File: config.mk
export PLATFORM = sky130hd
export DESIGN_NAME = restoring_divider
export DESIGN_NICKNAME = d
export VERILOG_FILES = /design/src/rtl/div_pkg.sv /design/src/rtl/div_datapath.sv /design/src/rtl/div_control.sv /design/src/rtl/restoring_divider.sv
export SDC_FILE = /design/constraint.sdc
export NUM_CORES = 1
export LEC_CHECK = 0
export BUFFER_PORTS_ARGS = -buffer_cell sky130_fd_sc_hd__buf_2
export CAP_MARGIN = 25
export CORE_UTILIZATION = 51
export CTS_CLUSTER_DIAMETER = 120
export DETAILED_ROUTE_END_ITERATION = 12
export GPL_ROUTABILITY_DRIVEN = 0
export PLACE_DENSITY = 0.74
export SKIP_LAST_GASP = 1
export SLEW_MARGIN = 20
export SYNTH_ARGS = -nofsm -noshare
export SYNTH_HDL_FRONTEND = slang
export SYNTH_HIERARCHICAL = 1
export SYNTH_SLANG_ARGS = --single-unit
File: constraint.sdc
create_clock -name clk -period 3.8 [get_ports clk]
set_input_delay 0 -clock clk [delete_from_list [all_inputs] [get_ports clk]]
set_output_delay 0 -clock clk [all_outputs]
set_load 0.05 [all_outputs]
File: src/rtl/div_pkg.sv
package div_pkg;
  typedef enum logic [2:0] {
    ST_IDLE  = 3'b001,
    ST_CHECK = 3'b010,
    ST_STEP  = 3'b100
  } div_state_t;
endpackage

File: src/rtl/div_datapath.sv
module div_datapath #(
  parameter int DVD_W = 8,
  parameter int DVS_W = 4
) (
  input  logic                     clk,
  input  logic                     rst_n,
  input  logic                     load,
  input  logic                     shift,
  input  logic                     sub,
  input  logic [DVD_W-1:0]         dividend,
  input  logic [DVS_W-1:0]         divisor,
  output logic                     fits,
  output logic [DVD_W-DVS_W-1:0]   quotient,
  output logic [DVS_W-1:0]         remainder
);
  localparam int REG_W = DVD_W + 1;
  localparam int HI_W  = DVS_W + 1;
  localparam int Q_W   = DVD_W - DVS_W;

  logic [REG_W-1:0] work_q;
  logic [DVS_W-1:0] dvs_q;
  logic [HI_W-1:0]  upper;
  logic [HI_W-1:0]  diff;

  // upper slice compared against the divisor
  function automatic logic slice_fits(input logic [HI_W-1:0] hi, input logic [DVS_W-1:0] d);
    return hi >= {1'b0, d};
  endfunction

  function automatic logic [HI_W-1:0] slice_minus(input logic [HI_W-1:0] hi, input logic [DVS_W-1:0] d);
    return hi - {1'b0, d};
  endfunction

  assign upper = work_q[REG_W-1:Q_W];
  assign fits  = slice_fits(upper, dvs_q);
  assign diff  = slice_minus(upper, dvs_q);

  always_ff @(posedge clk or negedge rst_n) begin
    if (!rst_n) begin
      work_q <= '0;
      dvs_q  <= '0;
    end else if (load) begin
      work_q <= {1'b0, dividend};
      dvs_q  <= divisor;
    end else if (sub) begin
      work_q <= {diff, work_q[Q_W-1:1], 1'b1};
    end else if (shift) begin
      work_q <= {work_q[REG_W-2:0], 1'b0};
    end
  end

  assign quotient  = work_q[Q_W-1:0];
  assign remainder = work_q[DVD_W-1:Q_W];
endmodule

File: src/rtl/div_control.sv
module div_control
  import div_pkg::*;
#(
  parameter int Q_W = 4
) (
  input  logic       clk,
  input  logic       rst_n,
  input  logic       start,
  input  logic       fits,
  output logic       load_ev,
  output logic       shift_ev,
  output logic       sub_ev,
  output logic       fin_ev,
  output logic       done,
  output logic       overflow,
  output logic [2:0] state_vec
);
  localparam int CW = $clog2(Q_W + 1);
  localparam logic [CW-1:0] LAST = CW'(Q_W);

  div_state_t state_q, state_d;
  logic [CW-1:0] cnt_q;
  logic          ovf_hit;
  logic          done_q, ovf_q;

  always_comb begin
    state_d  = state_q;
    load_ev  = 1'b0;
    shift_ev = 1'b0;
    sub_ev   = 1'b0;
    fin_ev   = 1'b0;
    ovf_hit  = 1'b0;
    unique case (state_q)
      ST_IDLE: begin
        if (start) begin
          load_ev = 1'b1;
          state_d = ST_CHECK;
        end
      end
      ST_CHECK: begin
        if (fits) begin
          fin_ev  = 1'b1;
          ovf_hit = 1'b1;
          state_d = ST_IDLE;
        end else begin
          shift_ev = 1'b1;
          state_d  = ST_STEP;
        end
      end
      ST_STEP: begin
        if (fits) begin
          sub_ev = 1'b1;
        end else if (cnt_q == LAST) begin
          fin_ev  = 1'b1;
          state_d = ST_IDLE;
        end else begin
          shift_ev = 1'b1;
        end
      end
      default: state_d = ST_IDLE;
    endcase
  end

  always_ff @(posedge clk or negedge rst_n) begin
    if (!rst_n) begin
      state_q <= ST_IDLE;
      cnt_q   <= '0;
      done_q  <= 1'b0;
      ovf_q   <= 1'b0;
    end else begin
      state_q <= state_d;
      done_q  <= fin_ev;
      if (load_ev)       cnt_q <= '0;
      else if (shift_ev) cnt_q <= cnt_q + 1'b1;
      if (load_ev)       ovf_q <= 1'b0;
      else if (ovf_hit)  ovf_q <= 1'b1;
    end
  end

  assign done      = done_q;
  assign overflow  = ovf_q;
  assign state_vec = state_q;
endmodule

File: src/rtl/restoring_divider.sv
module restoring_divider #(
  parameter int DVD_W = 8,
  parameter int DVS_W = 4,
  localparam int Q_W = DVD_W - DVS_W
) (
  input  logic             clk,
  input  logic             rst_n,
  input  logic             start,
  input  logic [DVD_W-1:0] dividend,
  input  logic [DVS_W-1:0] divisor,
  output logic [Q_W-1:0]   quotient,
  output logic [DVS_W-1:0] remainder,
  output logic             overflow,
  output logic             done
);
  logic       load_ev, shift_ev, sub_ev, fin_ev, fits;
  logic [2:0] state_vec;

  div_control #(.Q_W(Q_W)) u_ctl (
    .clk(clk), .rst_n(rst_n), .start(start), .fits(fits),
    .load_ev(load_ev), .shift_ev(shift_ev), .sub_ev(sub_ev), .fin_ev(fin_ev),
    .done(done), .overflow(overflow), .state_vec(state_vec)
  );

  div_datapath #(.DVD_W(DVD_W), .DVS_W(DVS_W)) u_dp (
    .clk(clk), .rst_n(rst_n), .load(load_ev), .shift(shift_ev), .sub(sub_ev),
    .dividend(dividend), .divisor(divisor), .fits(fits),
    .quotient(quotient), .remainder(remainder)
  );
endmodule

======== Yosys cells after proc, flatten, opt, wreduce, memory -nomap -nowiden ========
Index checks and enable logic that the tools add are counted.
cells by class
  multipliers ............................. 0
  bitwise logic cells ..................... 0
  equality and inequality tests ........... 8
  reductions and logical operators ........ 5
  multiplexer cells ....................... 24
  order comparisons ....................... 1
  shift-type cells ........................ 0
  div/mod/pow operators ................... 0
  add/sub/neg operators ................... 2
operator list
  operator                                                                 number
  9-bit 2-to-1 mux                                                         3
  3-bit 2-to-1 mux                                                         6
  1-bit 2-to-1 mux                                                         12
  3-bit case mux with 3 select lines                                       1
  3-bit equality test, second input constant                               2
  2-bit inequality test, second input constant                             3
  5-bit by 4-bit >= comparator with 1-bit output                           1
  5-bit by 4-bit subtractor with 5-bit output                              1
  1-bit case mux with 2 select lines                                       2
  2-bit nonzero test                                                       2
  3-bit by 1-bit adder with 3-bit output, second input constant            1
  3-bit by 1-bit equality test with 1-bit output, second input constant    1
  3-bit by 2-bit equality test with 1-bit output, second input constant    1
  3-bit AND reduction                                                      1
  3-bit nonzero test                                                       1
  2-bit by 1-bit inequality test with 1-bit output, second input constant  1
  2-bit AND reduction                                                      1
word-level totals
  memories ................................ 0
  bits of input ports ..................... 15
  bits in latches ......................... 0
  ROM bits ................................ 0
  bits in writable memories ............... 0
  output and inout bits ................... 10
  logic and storage cells ................. 47
  flip-flop bits (word level) ............. 21

======== Longest topological paths before layout ========
  word-level depth ........................ 7
  mapped depth ............................ 12
  gate-level depth less buffers ........... 10

======== Modules after synthesis ========
The synthesis kept the hierarchy.
modules (own cells, without submodules)
  module        area each (µm²)  seq. area each (µm²)  cells an instance  times used
  div_datapath  887.1            325.3                 95                 1
  div_control   435.4            201.4                 49                 1

======== Least setup slack after synthesis ========
OpenSTA, ideal clock, no wires.
  path kind ............................... reg-to-reg
  start point ............................. register u_dp.work_q[6]
  end point ............................... register u_dp.work_q[7]
  library setup time ...................... 128 ps
  buffers on the path ..................... 2
  cell stages (with the launch flop) ...... 11
  setup slack ............................. 1,293 ps
  data arrival time ....................... 2,379 ps
  cell sequence ........................... dfrtp_1 > ha_1 > a21oi_1 > nand3_1 > a211o_1 > clkbuf_1 > nor3_1 > buf_6 > mux2_4 > o31ai_1 > nor3_1
RTL lines
  item                                              line                                  source
  start: declaration                                div_datapath.sv:20                    logic [REG_W-1:0] work_q;
  start signal: assignment                          div_datapath.sv:43                    work_q <= {1'b0, dividend};
  start signal: assignment                          div_datapath.sv:46                    work_q <= {diff, work_q[Q_W-1:1], 1'b1};
  start signal: assignment                          div_datapath.sv:48                    work_q <= {work_q[REG_W-2:0], 1'b0};
  5-bit by 4-bit >= comparator with 1-bit output *  div_datapath.sv:27                    return hi >= {1'b0, d};
  net fits                                          restoring_divider.sv:16               logic load_ev, shift_ev, sub_ev, fin_ev, fits;
  1-bit 2-to-1 mux (on tied branches)               div_control.sv:51, div_control.sv:41
  1-bit case mux with 2 select lines *              div_control.sv:33                     unique case (state_q)
  net shift_ev                                      restoring_divider.sv:16
  3-bit nonzero test (no line) *                    --
Mark *: on every way through the listed nets, which the timed path passes. The rest lies on a longest branch. The select of a mux whose other input is x is not followed.
A chain may end at the register's enable or synchronous reset.

======== Worst setup path after layout ========
  start point ............................. register u_dp.work_q[6]
  end point ............................... register u_dp.work_q[4]
The elaborated chain is that of the path after synthesis.

==> metrics <==
status=complete, no violations; die height=52.9 µm; total power=1.24 mW; Syn Nets=166; TritonRoute pass-1 iters=4; final net count=a little under 200; Setup crit start=u_dp/work_q[6]; I/O Pins=25; largest net degree at the start of global routing=31; DRT antenna net count=0; setup violators final=0; Mapped Area=1320 µm²; switching share of power=0.494; Synth area leader=dfrtp_1; CTS Buf Count=3; sequential cell area=527 µm²; row count=18; Post-synth ARST share=1.00; synth top area cells=dfrtp_1 (38%), ha_1 (5.7%), o21ai_0 (5.7%); Post-synth EDFFs=0; Fin. Hold Viols=0; Max Slew Vio Count=0; Port Buf Inserts=24; CTS root buf=clkbuf_4; WS Path Type=reg -> reg; Fmax=380 MHz; Mapped Cells=144; most common flop cell mapped by yosys=dfrtp_1; fillers=around 220; RSZ-0062 raised after global routing=false; Via density=5.39; WP data arrival=between 2 and 3 ns; DRC Markers=0; CTS H-tree depth=1; CP Launch Type=flop; unique cell type count in the Yosys netlist=37; first-pass GRT wire length=4.26 mm; total negative slack=0 ns; NetSw=614 µW; sequential share of the synthesized area=0.398; most frequent cell after synthesis=dfrtp_1; n_diodes=0; die area=2800 µm²; Initial Util=0.539; Seq cells post-synth=21; Period minus WS final=between 2 and 3 ns; share of power burned in registers=0.314; slew margin rel.=0.684; pwr dens=~800 nW/µm²; Reg clk slew, reported paths=0.12 ns; GRT Util Overall=0.209; CTS tree=done; share of cells above drive strength 1=0.237; WL final=2.47 mm; clock share of power=0.087; Pleak=0.716 nW; clock latency on the worst-skew pair=approximately 0.30 ns; Synth top area share=0.378; multi-input logic area=between 600 and 700 µm²; vias in the first global route=1022; final hold slack=~0.055 ns; Detailed Place HPWL=1.76 mm; initial DRC count=17; Die X=approximately 53 µm; Util after Layout=0.635; Synth top cells by count=dfrtp_1 (20), nand2_1 (17), o21ai_0 (15); Post-Layout Cell Count=203; average cell area after synthesis=~9.2 µm²; P_int=about 630 µW; antenna violations before repair=0; kind of end point of the critical path=flop; WL/cell=12.2 µm; hold crit path type=in -> reg; actual slew at the worst max-slew pin=about 0.47 ns; placed insts=about 190; min-delay src=dividend[7]; GRT Residual Overflow=0; Max clock buf depth=2; worst r2r src=u_dp/work_q[6]; clk_skew=0.0147 ns; CTS-repair resized insts=0; crit path max fanout=10; Gate power share=0.599; area delta synth->final=17.8%; critical path required time=around 4 ns; Max-Cap Viols=0; # clock sinks=21; core area=approximately 2500 µm²; Via Count=1095; Tcrit/Tclk final=0.692; yosys warns=6; Max IR drop VDD=between 0.6 and 0.7 mV
==> kinds of logic (layout without fill, tap and decap cells) <==
group / count (synthesis) / count (layout) / synth area share
buffers and inverters: 25 / 54 / 0.105
and+or+nand+nor: 47 / 47 / 0.183
xor gates and xnor gates: 1 / 1 / 0.00662
AOI/OAI and AO/OA: 33 / 33 / 0.152
adders and majority gates: 7 / 7 / 0.0719
DFF: 21 / 21 / 0.398
muxes: 10 / 10 / 0.0833
==> per-stage QoR <==
step	area, µm²	worst slack [ns]
after floorplan	1320	1.29
after global placement	1400	1.27
after detailed placement	1400	1.20
after CTS	1560	1.18
after global routing	1560	0.998
final	1560	1.17
==> cell type report <==
class                           count  area share
Multi-Input combinational cell     98       0.422
Timing Repair Buffer               40       0.175
Sequential cell                    21       0.338
Tap cell                           30      0.0241
Clock buffer                        4      0.0169
Inverter                           10      0.0241
==> flip-flops by register name (all words and copies together), names as in the netlist <==
register / cells
u_dp/work_q: 9
u_ctl/overflow: 1
u_ctl/state_vec: 3
u_ctl/cnt_q: 3
u_ctl/done: 1
u_dp/dvs_q: 4
==> critical path, cell delays in order (launching register included) <==
cell     delay, ns
dfrtp_1       0.43
ha_1          0.37
a21oi_1       0.22
nand3_1       0.11
a211o_1       0.41
nor3_1        0.20
buf_4         0.19
mux2_2        0.34
o21ai_0       0.14
o21ai_0       0.10
==> per-layer routing <==
metal / global-route usage / routed length (µm)
met1: 0.266 / 1170
met2: 0.350 / 1190
met3: 0.0345 / 98
met4: 0.0789 / 15
met5: 0 / 0
==> cell usage in the layout (no fill, tap or decap), types with 5 or more instances in the layout <==
master / synthesis / routed
a21oi_1: 6 / 6
buf_2: 0 / 24
dfrtp_1: 20 / 20
dlygate4sd3_1: 0 / 13
ha_1: 6 / 6
inv_1: 10 / 10
mux2i_1: 5 / 5
nand2_1: 17 / 17
nor2_1: 9 / 9
o21ai_0: 15 / 15
==> power by group through the flow <==
stage | logic, mW | registers (mW) | clock network [mW]
3_3_place_gp | 0.717 | 0.390 | 0
2_1_floorplan | 0.656 | 0.389 | 0
3_5_place_dp | 0.733 | 0.396 | 0
4_1_cts | 0.748 | 0.391 | 0.112
6_report | 0.745 | 0.390 | 0.108
5_1_grt | 0.829 | 0.407 | 0.123
==> path summary, 6_finish.rpt <==
check                      depth (start not counted)  slack, ns                  to
setup / recovery                                   9       1.17      u_dp/work_q[4]
hold reg to reg                                    2       0.50      u_ctl/overflow
max in group asynchronous                          2       3.27  u_ctl/state_vec[0]
setup reg to reg                                   9       1.17      u_dp/work_q[4]
min in group asynchronous                          2       0.16      u_dp/work_q[6]
hold / removal                                     4       0.05      u_dp/work_q[7]
==> timing repair <==
action                                  CTS  global route
endpoints found under the setup margin    0             0
buffers inserted                          0             0
hold endpoints to repair                 33             0
hold buffers                             13             0
Note: power is estimated with default switching activity, not from simulation.
